==> config.mk <==
export PLATFORM = sky130hd
export DESIGN_NAME = pcm_serial_port
export DESIGN_NICKNAME = d
export VERILOG_FILES = /design/src/rtl/pcm_port_pkg.sv /design/src/rtl/pcm_port_ctrl.sv /design/src/rtl/pcm_port_dp.sv /design/src/rtl/pcm_serial_port.sv
export SDC_FILE = /design/constraint.sdc
export NUM_CORES = 1
export LEC_CHECK = 0
export BUFFER_PORTS_ARGS = -buffer_cell sky130_fd_sc_hd__buf_4
export CAP_MARGIN = 20
export CORE_MARGIN = 1
export CORE_UTILIZATION = 40
export DETAILED_ROUTE_END_ITERATION = 10
export GPL_TIMING_DRIVEN = 0
export PLACE_DENSITY_LB_ADDON = 0.25
export SYNTH_ARGS = -nofsm -noshare
export SYNTH_HDL_FRONTEND = slang
export SYNTH_SLANG_ARGS = --single-unit
==> constraint.sdc <==
create_clock -name clk -period 10.9 [get_ports clk]
set_clock_uncertainty 0.15 [all_clocks]
set_input_delay 2.18 -clock clk [delete_from_list [all_inputs] [get_ports clk]]
set_output_delay 2.18 -clock clk [all_outputs]
set_load 0.01 [all_outputs]
==> src/rtl/pcm_port_pkg.sv <==
package pcm_port_pkg;
  localparam int SAMPLE_W   = 24;                 // widest word, field width
  localparam int MAX_HALF   = 32;                 // slots per channel, long frame
  localparam int POS_W      = $clog2(2 * MAX_HALF);
  localparam int BIT_IDX_W  = $clog2(SAMPLE_W);

  typedef enum logic [1:0] {
    FMT_I2S   = 2'd0,
    FMT_LEFT  = 2'd1,
    FMT_RIGHT = 2'd2,
    FMT_ALT   = 2'd3
  } fmt_e;

  typedef struct packed {
    logic             rxShiftL;
    logic             rxShiftR;
    logic             rxCapture;
    logic             txDrive;
    logic             txLatch;
    logic             txActive;
    logic             txRight;
    logic [POS_W-1:0] txBit;
    logic [POS_W-1:0] wordLen;
  } pcm_strobe_t;

  function automatic logic [POS_W-1:0] wordLenOf(input logic [1:0] sel, input logic longFrame);
    logic [POS_W-1:0] len;
    case (sel)
      2'd0: len = POS_W'(16);
      2'd1: len = POS_W'(18);
      2'd2: len = POS_W'(20);
      default: len = POS_W'(24);
    endcase
    return longFrame ? len : POS_W'(16);
  endfunction
endpackage

==> src/rtl/pcm_port_ctrl.sv <==
module pcm_port_ctrl
  import pcm_port_pkg::*;
(
  input  logic        clk,
  input  logic        rstN,
  input  logic        bclkIn,
  input  logic        lrclkIn,
  input  logic [1:0]  fmtSel,
  input  logic [1:0]  wordSel,
  input  logic        frame64,
  output pcm_strobe_t stb,
  output logic        syncOk
);
  localparam logic [POS_W-1:0] HALF_LONG  = POS_W'(MAX_HALF);
  localparam logic [POS_W-1:0] HALF_SHORT = POS_W'(MAX_HALF / 2);

  logic bclkQ, lrPrev, prevOk;
  logic [POS_W-1:0] pos, posNext, halfLen, posMask, wordLen, offset, relRx, relTx;
  logic rise, fall, leftLvl, lrEdge, lockNext, rxGo, txGo, txInL, txInR;

  always_comb begin
    rise     = bclkIn & ~bclkQ;
    fall     = ~bclkIn & bclkQ;
    halfLen  = frame64 ? HALF_LONG : HALF_SHORT;
    posMask  = (halfLen << 1) - POS_W'(1);
    wordLen  = wordLenOf(wordSel, frame64);
    case (fmt_e'(fmtSel))
      FMT_I2S:   offset = POS_W'(1);
      FMT_RIGHT: offset = halfLen - wordLen;
      default:   offset = '0;
    endcase
    leftLvl  = (fmt_e'(fmtSel) == FMT_I2S) ? ~lrclkIn : lrclkIn;
    lrEdge   = rise & prevOk & (lrclkIn != lrPrev);
    posNext  = lrEdge ? (leftLvl ? '0 : halfLen) : ((pos + POS_W'(1)) & posMask);
    lockNext = syncOk | (lrEdge & leftLvl);
    relRx    = (posNext - offset) & posMask;
    relTx    = (pos + POS_W'(1) - offset) & posMask;
    rxGo     = rise & lockNext;
    txGo     = fall & syncOk;
    txInL    = relTx < wordLen;
    txInR    = (relTx >= halfLen) && (relTx < halfLen + wordLen);

    stb.rxShiftL  = rxGo & (relRx < wordLen);
    stb.rxShiftR  = rxGo & (relRx >= halfLen) & (relRx < halfLen + wordLen);
    stb.rxCapture = rise & syncOk & (relRx == halfLen + wordLen - POS_W'(1));
    stb.txDrive   = txGo;
    stb.txLatch   = txGo & (relTx == '0);
    stb.txActive  = txInL | txInR;
    stb.txRight   = txInR;
    stb.txBit     = txInR ? (relTx - halfLen) : relTx;
    stb.wordLen   = wordLen;
  end

  always_ff @(posedge clk) begin
    if (!rstN) begin
      bclkQ  <= 1'b0;
      lrPrev <= 1'b0;
      prevOk <= 1'b0;
      pos    <= '0;
      syncOk <= 1'b0;
    end else begin
      bclkQ <= bclkIn;
      if (rise) begin
        lrPrev <= lrclkIn;
        prevOk <= 1'b1;
        pos    <= posNext;
        syncOk <= lockNext;
      end
    end
  end
endmodule

==> src/rtl/pcm_port_dp.sv <==
module pcm_port_dp
  import pcm_port_pkg::*;
#(
  parameter int LANES = 3
) (
  input  logic                      clk,
  input  logic                      rstN,
  input  pcm_strobe_t               stb,
  input  logic [LANES-1:0]          sdIn,
  input  logic [LANES*SAMPLE_W-1:0] txLeftFlat,
  input  logic [LANES*SAMPLE_W-1:0] txRightFlat,
  output logic [LANES-1:0]          sdOut,
  output logic [LANES*SAMPLE_W-1:0] rxLeftFlat,
  output logic [LANES*SAMPLE_W-1:0] rxRightFlat,
  output logic                      rxValid
);
  logic [POS_W-1:0]     alignShift;
  logic [BIT_IDX_W-1:0] txIdx;

  assign alignShift = POS_W'(SAMPLE_W) - stb.wordLen;
  assign txIdx      = BIT_IDX_W'(SAMPLE_W - 1) - BIT_IDX_W'(stb.txBit);

  always_ff @(posedge clk) begin
    if (!rstN) rxValid <= 1'b0;
    else       rxValid <= stb.rxCapture;
  end

  for (genvar ln = 0; ln < LANES; ln++) begin : g_lane
    logic [SAMPLE_W-1:0] shL, shR, holdL, holdR, srcL, srcR, rightFull;
    logic                txBitVal;

    always_comb begin
      rightFull = {shR[SAMPLE_W-2:0], sdIn[ln]};
      srcL      = stb.txLatch ? txLeftFlat[ln*SAMPLE_W +: SAMPLE_W]  : holdL;
      srcR      = stb.txLatch ? txRightFlat[ln*SAMPLE_W +: SAMPLE_W] : holdR;
      txBitVal  = stb.txRight ? srcR[txIdx] : srcL[txIdx];
    end

    always_ff @(posedge clk) begin
      if (!rstN) begin
        shL <= '0;
        shR <= '0;
        holdL <= '0;
        holdR <= '0;
        sdOut[ln] <= 1'b0;
        rxLeftFlat[ln*SAMPLE_W +: SAMPLE_W]  <= '0;
        rxRightFlat[ln*SAMPLE_W +: SAMPLE_W] <= '0;
      end else begin
        if (stb.rxShiftL) shL <= {shL[SAMPLE_W-2:0], sdIn[ln]};
        if (stb.rxShiftR) shR <= rightFull;
        if (stb.rxCapture) begin
          rxLeftFlat[ln*SAMPLE_W +: SAMPLE_W]  <= shL << alignShift;
          rxRightFlat[ln*SAMPLE_W +: SAMPLE_W] <= rightFull << alignShift;
        end
        if (stb.txLatch) begin
          holdL <= srcL;
          holdR <= srcR;
        end
        if (stb.txDrive) sdOut[ln] <= stb.txActive & txBitVal;
      end
    end
  end
endmodule

==> src/rtl/pcm_serial_port.sv <==
module pcm_serial_port
  import pcm_port_pkg::*;
#(
  parameter int LANES = 3
) (
  input  logic                      clk,
  input  logic                      rstN,
  input  logic                      bclkIn,
  input  logic                      lrclkIn,
  input  logic [1:0]                fmtSel,
  input  logic [1:0]                wordSel,
  input  logic                      frame64,
  input  logic [LANES-1:0]          sdIn,
  input  logic [LANES*SAMPLE_W-1:0] txLeftFlat,
  input  logic [LANES*SAMPLE_W-1:0] txRightFlat,
  output logic [LANES-1:0]          sdOut,
  output logic [LANES*SAMPLE_W-1:0] rxLeftFlat,
  output logic [LANES*SAMPLE_W-1:0] rxRightFlat,
  output logic                      rxValid
);
  pcm_strobe_t stb;
  logic        syncOk;

  pcm_port_ctrl u_ctrl (
    .clk(clk), .rstN(rstN), .bclkIn(bclkIn), .lrclkIn(lrclkIn),
    .fmtSel(fmtSel), .wordSel(wordSel), .frame64(frame64),
    .stb(stb), .syncOk(syncOk)
  );

  pcm_port_dp #(.LANES(LANES)) u_dp (
    .clk(clk), .rstN(rstN), .stb(stb), .sdIn(sdIn),
    .txLeftFlat(txLeftFlat), .txRightFlat(txRightFlat),
    .sdOut(sdOut), .rxLeftFlat(rxLeftFlat), .rxRightFlat(rxRightFlat),
    .rxValid(rxValid)
  );
endmodule

==> flow_metrics.env <==
export IMPL_outcome="complete, no violations"
export IMPL_drt_antenna_violating_nets=0
export IMPL_hold_end="u_dp.rxRightFlat[27]$_SDFFE_PN0P_"
export IMPL_hold_class="reg2reg"
export IMPL_synth_seq_cells=443
export IMPL_total_count_of_hold_check_failures_in_the_final_report=0
export IMPL_critPathTopFamily="buffers and inverters"
export IMPL_count_leader_synth="sky130_fd_sc_hd__dfxtp_1"
export IMPL_vias_per_cell=5.73
export IMPL_start_util_pct=40.7
export IMPL_synth_xor_xnor_area_share_pct=0.891
export IMPL_cts_root_buffer_cell="sky130_fd_sc_hd__clkbuf_16"
export IMPL_placement_io_buffers=302
export IMPL_worst_path_largest_cell_delay_ns=0.68
export IMPL_synth_simple_gate_area_share_pct=17.9
export IMPL_synth_area_mux_share_pct=19.8
export IMPL_insertion_delay_ns=0.60
export IMPL_cts_root_to_sink_buffers=3
export IMPL_syn_mean_instance_area_um2=9.12
export IMPL_io_pin_count=304
export IMPL_reg2reg_slack_ns=4.90
export IMPL_synthDominantAreaCellType="sky130_fd_sc_hd__dfxtp_1"
export IMPL_worst_r2r_endpoint="u_dp.rxLeftFlat[25]$_SDFFE_PN0P_"
export IMPL_routed_wire_length_per_instance_um=23.8
export IMPL_max_cap_viol_count=0
export IMPL_worst_path_max_delay_cell="sky130_fd_sc_hd__clkbuf_1"
export IMPL_share_of_flip_flops_with_an_asynchronous_set_or_reset_after_synthesis_pct=0
export IMPL_fmax_mhz=94.3
export IMPL_cts_tree="done"
export IMPL_synth_cell_type_count=73
export IMPL_hold_buffers=0
export IMPL_combinational_family_with_the_most_area_after_synthesis="multiplexers"
export IMPL_relSlewSlack_pct=17.1
export IMPL_cts_buffers=48
export IMPL_synth_sequential_area_ratio_pct=40.2
export IMPL_drt_first_iter_violations=1874
export IMPL_syn_to_final_growth_pct=21.5
export IMPL_finalCriticalPeriod_ns=10.60
export IMPL_synth_top_cells_by_count="sky130_fd_sc_hd__dfxtp_1 (443), sky130_fd_sc_hd__nand2_1 (429), sky130_fd_sc_hd__mux2i_1 (331)"
export IMPL_die_w_um=237
export IMPL_drc_errors_left=0
export IMPL_synth_compound_area_share_pct=16.0
export IMPL_finalWirelength_mm=83.4
export IMPL_rsz0062_at_grt="false"
export IMPL_first_global_vias=19700
export IMPL_min_from="u_dp.rxRightFlat[27]$_SDFFE_PN0P_"
export IMPL_place_congestion=0.969
export IMPL_holdPathStages=2
export IMPL_synth_fa_ha_area_share_pct=1.32
export IMPL_worstSetupPathType="in2reg"
export IMPL_setup_worst_path_end_class="flip-flop"
export IMPL_dieArea_um2=56100
export IMPL_fraction_of_layout_cells_with_a_size_suffix_above_1_pct=17.1
export IMPL_timing_critical_path_required_ns=11.27
export IMPL_num_rows=85
export IMPL_dp_hpwl_mm=62.5
export IMPL_finalMaxSlewViolations=0
export IMPL_utilization_pct=49.5
export IMPL_clock_sinks=443
export IMPL_cts_reportedPaths_clkPinSlew_ns=0.06
export IMPL_yosys_area_top_type_share_pct=40.2
export IMPL_met2WireLength_mm=37.8
export IMPL_crit_top_cell="sky130_fd_sc_hd__clkbuf_1"
export IMPL_synthesis_nets=2597
export IMPL_cellPowerDensity_nw_per_um2=138
export IMPL_synth_enable_flop_cells=0
export IMPL_routedLengthMet1_mm=36.1
export IMPL_worst_slew_pin_slew_ns=1.24
export IMPL_dr_max_layer_used="met4"
export IMPL_drt_pass1_iter_count=5
export IMPL_cp_start_kind="primary input"
export IMPL_total_leakage_power_nw=10.3
export IMPL_timing_rr_start="u_ctrl.bclkQ$_SDFF_PN0_"
export IMPL_max_vdd_ir_drop_uv=99.9
export IMPL_synth_top_cells_by_area="sky130_fd_sc_hd__dfxtp_1 (40%), sky130_fd_sc_hd__mux2i_1 (15%), sky130_fd_sc_hd__nand2_1 (7.3%)"
export IMPL_cp_num_buf_inv=12
export IMPL_gr_usage_all_layers_pct=29.0
export IMPL_worst_ep_arrival_time_ns=10.97
export IMPL_timing_reg2reg_worst_path_depth=18
export IMPL_htreeDepth=2
export IMPL_instance_count_of_the_mapped_netlist=2419
export IMPL_final_nets=2953
export IMPL_mapped_area_um2=22100
export IMPL_route_vias_total=20100
export IMPL_die_y_um=237
export IMPL_antenna_found_initial=4
export IMPL_design_power_total_mw=3.70
export IMPL_yosys_synthesis_warning_count=0
export IMPL_hold_slack_ns=0.307
export IMPL_wl_met3_mm=6.29
export IMPL_placeableCoreArea_um2=54100
export IMPL_grt_pass1_wl_mm=122
export IMPL_pin_count_of_the_biggest_net_entering_global_routing=14
export IMPL_synth_ff_type="sky130_fd_sc_hd__dfxtp_1"
export IMPL_path_max_fanout=10
export IMPL_finalCritPeriodShare_pct=97.2
export IMPL_grt_overflow_total=0
export IMPL_timing_final_setup_violations=0
==> area by class of cell <==
cell class | count | area (µm²)
Tap cell | 696 | 871
Timing Repair Buffer | 307 | 2340
Fill cell | 5107 | 27300
Buffer | 198 | 812
Multi-Input combinational cell | 1761 | 12400
Clock buffer | 60 | 1300
Sequential cell | 443 | 8870
Antenna cell | 4 | 10.0
Clock inverter | 20 | 176
Inverter | 16 | 60.1
==> report_power, final <==
part	switching [mW]	internal [mW]
sequential	0.00242	1.62
clock	0.690	0.886
combinational	0.324	0.179
==> cell families after synthesis <==
| kind of cell | after synthesis |
|---|---|
| simple gates | 837 |
| compound gates | 499 |
| flops | 443 |
| mux | 383 |
| buf+inv | 215 |
| fa+ha+maj | 22 |
| xor+xnor | 20 |
==> timing repair <==
| action | in CTS | in global routing |
|---|---|---|
| gates cloned | 0 | 0 |
| gates resized for setup | 10 | 9 |
| setup endpoints to repair | 432 | 118 |
| setup buffers | 0 | 0 |
| pin swaps | 0 | 0 |
==> worst register-to-register path, delay by kind of cell, from the launching register on <==
family	cells	cell delay, ns
and+or+nand+nor	8	1.95
buffers and inverters	5	1.69
adders and majority gates	3	0.95
AOI/OAI and AO/OA	2	0.87
DFF	1	0.33
==> routing by layer <==
layer | vias up | global-route usage [%]
met2 | 853 | 45.8
li1 | 9234 | -
met5 | - | 0
met4 | 0 | 12.7
met1 | 9813 | 38.4
met3 | 175 | 5.55
==> placed cells by master (no fill, tap or decap), types with 10 or more instances in the layout <==
| master | instances |
|---|---|
| sky130_fd_sc_hd__ha_1 | 19 |
| sky130_fd_sc_hd__clkinv_2 | 12 |
| sky130_fd_sc_hd__clkbuf_16 | 48 |
| sky130_fd_sc_hd__and2_1 | 17 |
| sky130_fd_sc_hd__a31oi_1 | 15 |
| sky130_fd_sc_hd__a21boi_0 | 176 |
| sky130_fd_sc_hd__nor2b_1 | 186 |
| sky130_fd_sc_hd__o22ai_1 | 13 |
| sky130_fd_sc_hd__nor3_1 | 82 |
| sky130_fd_sc_hd__nand3_1 | 26 |
| sky130_fd_sc_hd__dfxtp_1 | 443 |
| sky130_fd_sc_hd__a21oi_1 | 105 |
| sky130_fd_sc_hd__a221oi_1 | 19 |
| sky130_fd_sc_hd__buf_1 | 10 |
| sky130_fd_sc_hd__mux4_2 | 42 |
| sky130_fd_sc_hd__o21ai_0 | 40 |
| sky130_fd_sc_hd__inv_1 | 13 |
| sky130_fd_sc_hd__o211ai_1 | 13 |
| sky130_fd_sc_hd__o211a_1 | 15 |
| sky130_fd_sc_hd__nor2_1 | 52 |
| sky130_fd_sc_hd__buf_4 | 306 |
| sky130_fd_sc_hd__mux2i_1 | 331 |
| sky130_fd_sc_hd__clkbuf_1 | 163 |
| sky130_fd_sc_hd__nor3b_1 | 14 |
| sky130_fd_sc_hd__buf_2 | 19 |
| sky130_fd_sc_hd__nand2_1 | 429 |
| sky130_fd_sc_hd__a22o_1 | 36 |
==> metrics by stage <==
step           TNS, ns  setup slack [ns]  instances  instance area (µm²)
5_1_grt              0            0.0384       3504                26800
3_3_place_gp   -593.39             -2.34       3417                25200
3_5_place_dp   -627.38             -2.42       3419                25200
2_1_floorplan        0              1.67       2419                22100
4_1_cts              0            0.0876       3498                26700
6_report             0             0.300       3505                26800
==> sequential cells by signal, summed over array words and instances (netlist names) <==
name	cells
u_ctrl.lrPrev	1
u_ctrl.bclkQ	1
u_dp.g_lane.holdR	72
u_dp.sdOut	3
u_dp.rxRightFlat	72
u_dp.g_lane.holdL	72
u_dp.g_lane.shR	69
u_dp.g_lane.shL	72
u_ctrl.pos	6
u_dp.rxValid	1
u_ctrl.syncOk	1
u_dp.rxLeftFlat	72
u_ctrl.prevOk	1
==> worst max-delay path by stage <==
stage,slack (ns),end,from,depth (start not counted)
after global placement,-2.34,u_dp.sdOut[2]$_SDFFE_PN0P_,frame64,28
after global routing,0.04,u_dp.rxRightFlat[0]$_SDFFE_PN0P_,frame64,27
final,0.30,u_dp.rxLeftFlat[25]$_SDFFE_PN0P_,frame64,27
after detailed placement,-2.42,u_dp.sdOut[2]$_SDFFE_PN0P_,frame64,28
after CTS,0.09,u_dp.sdOut[2]$_SDFFE_PN0P_,frame64,27
after floorplan,1.67,u_dp.sdOut[2]$_SDFFE_PN0P_,frame64,28
(Power assumes the default switching activity.)
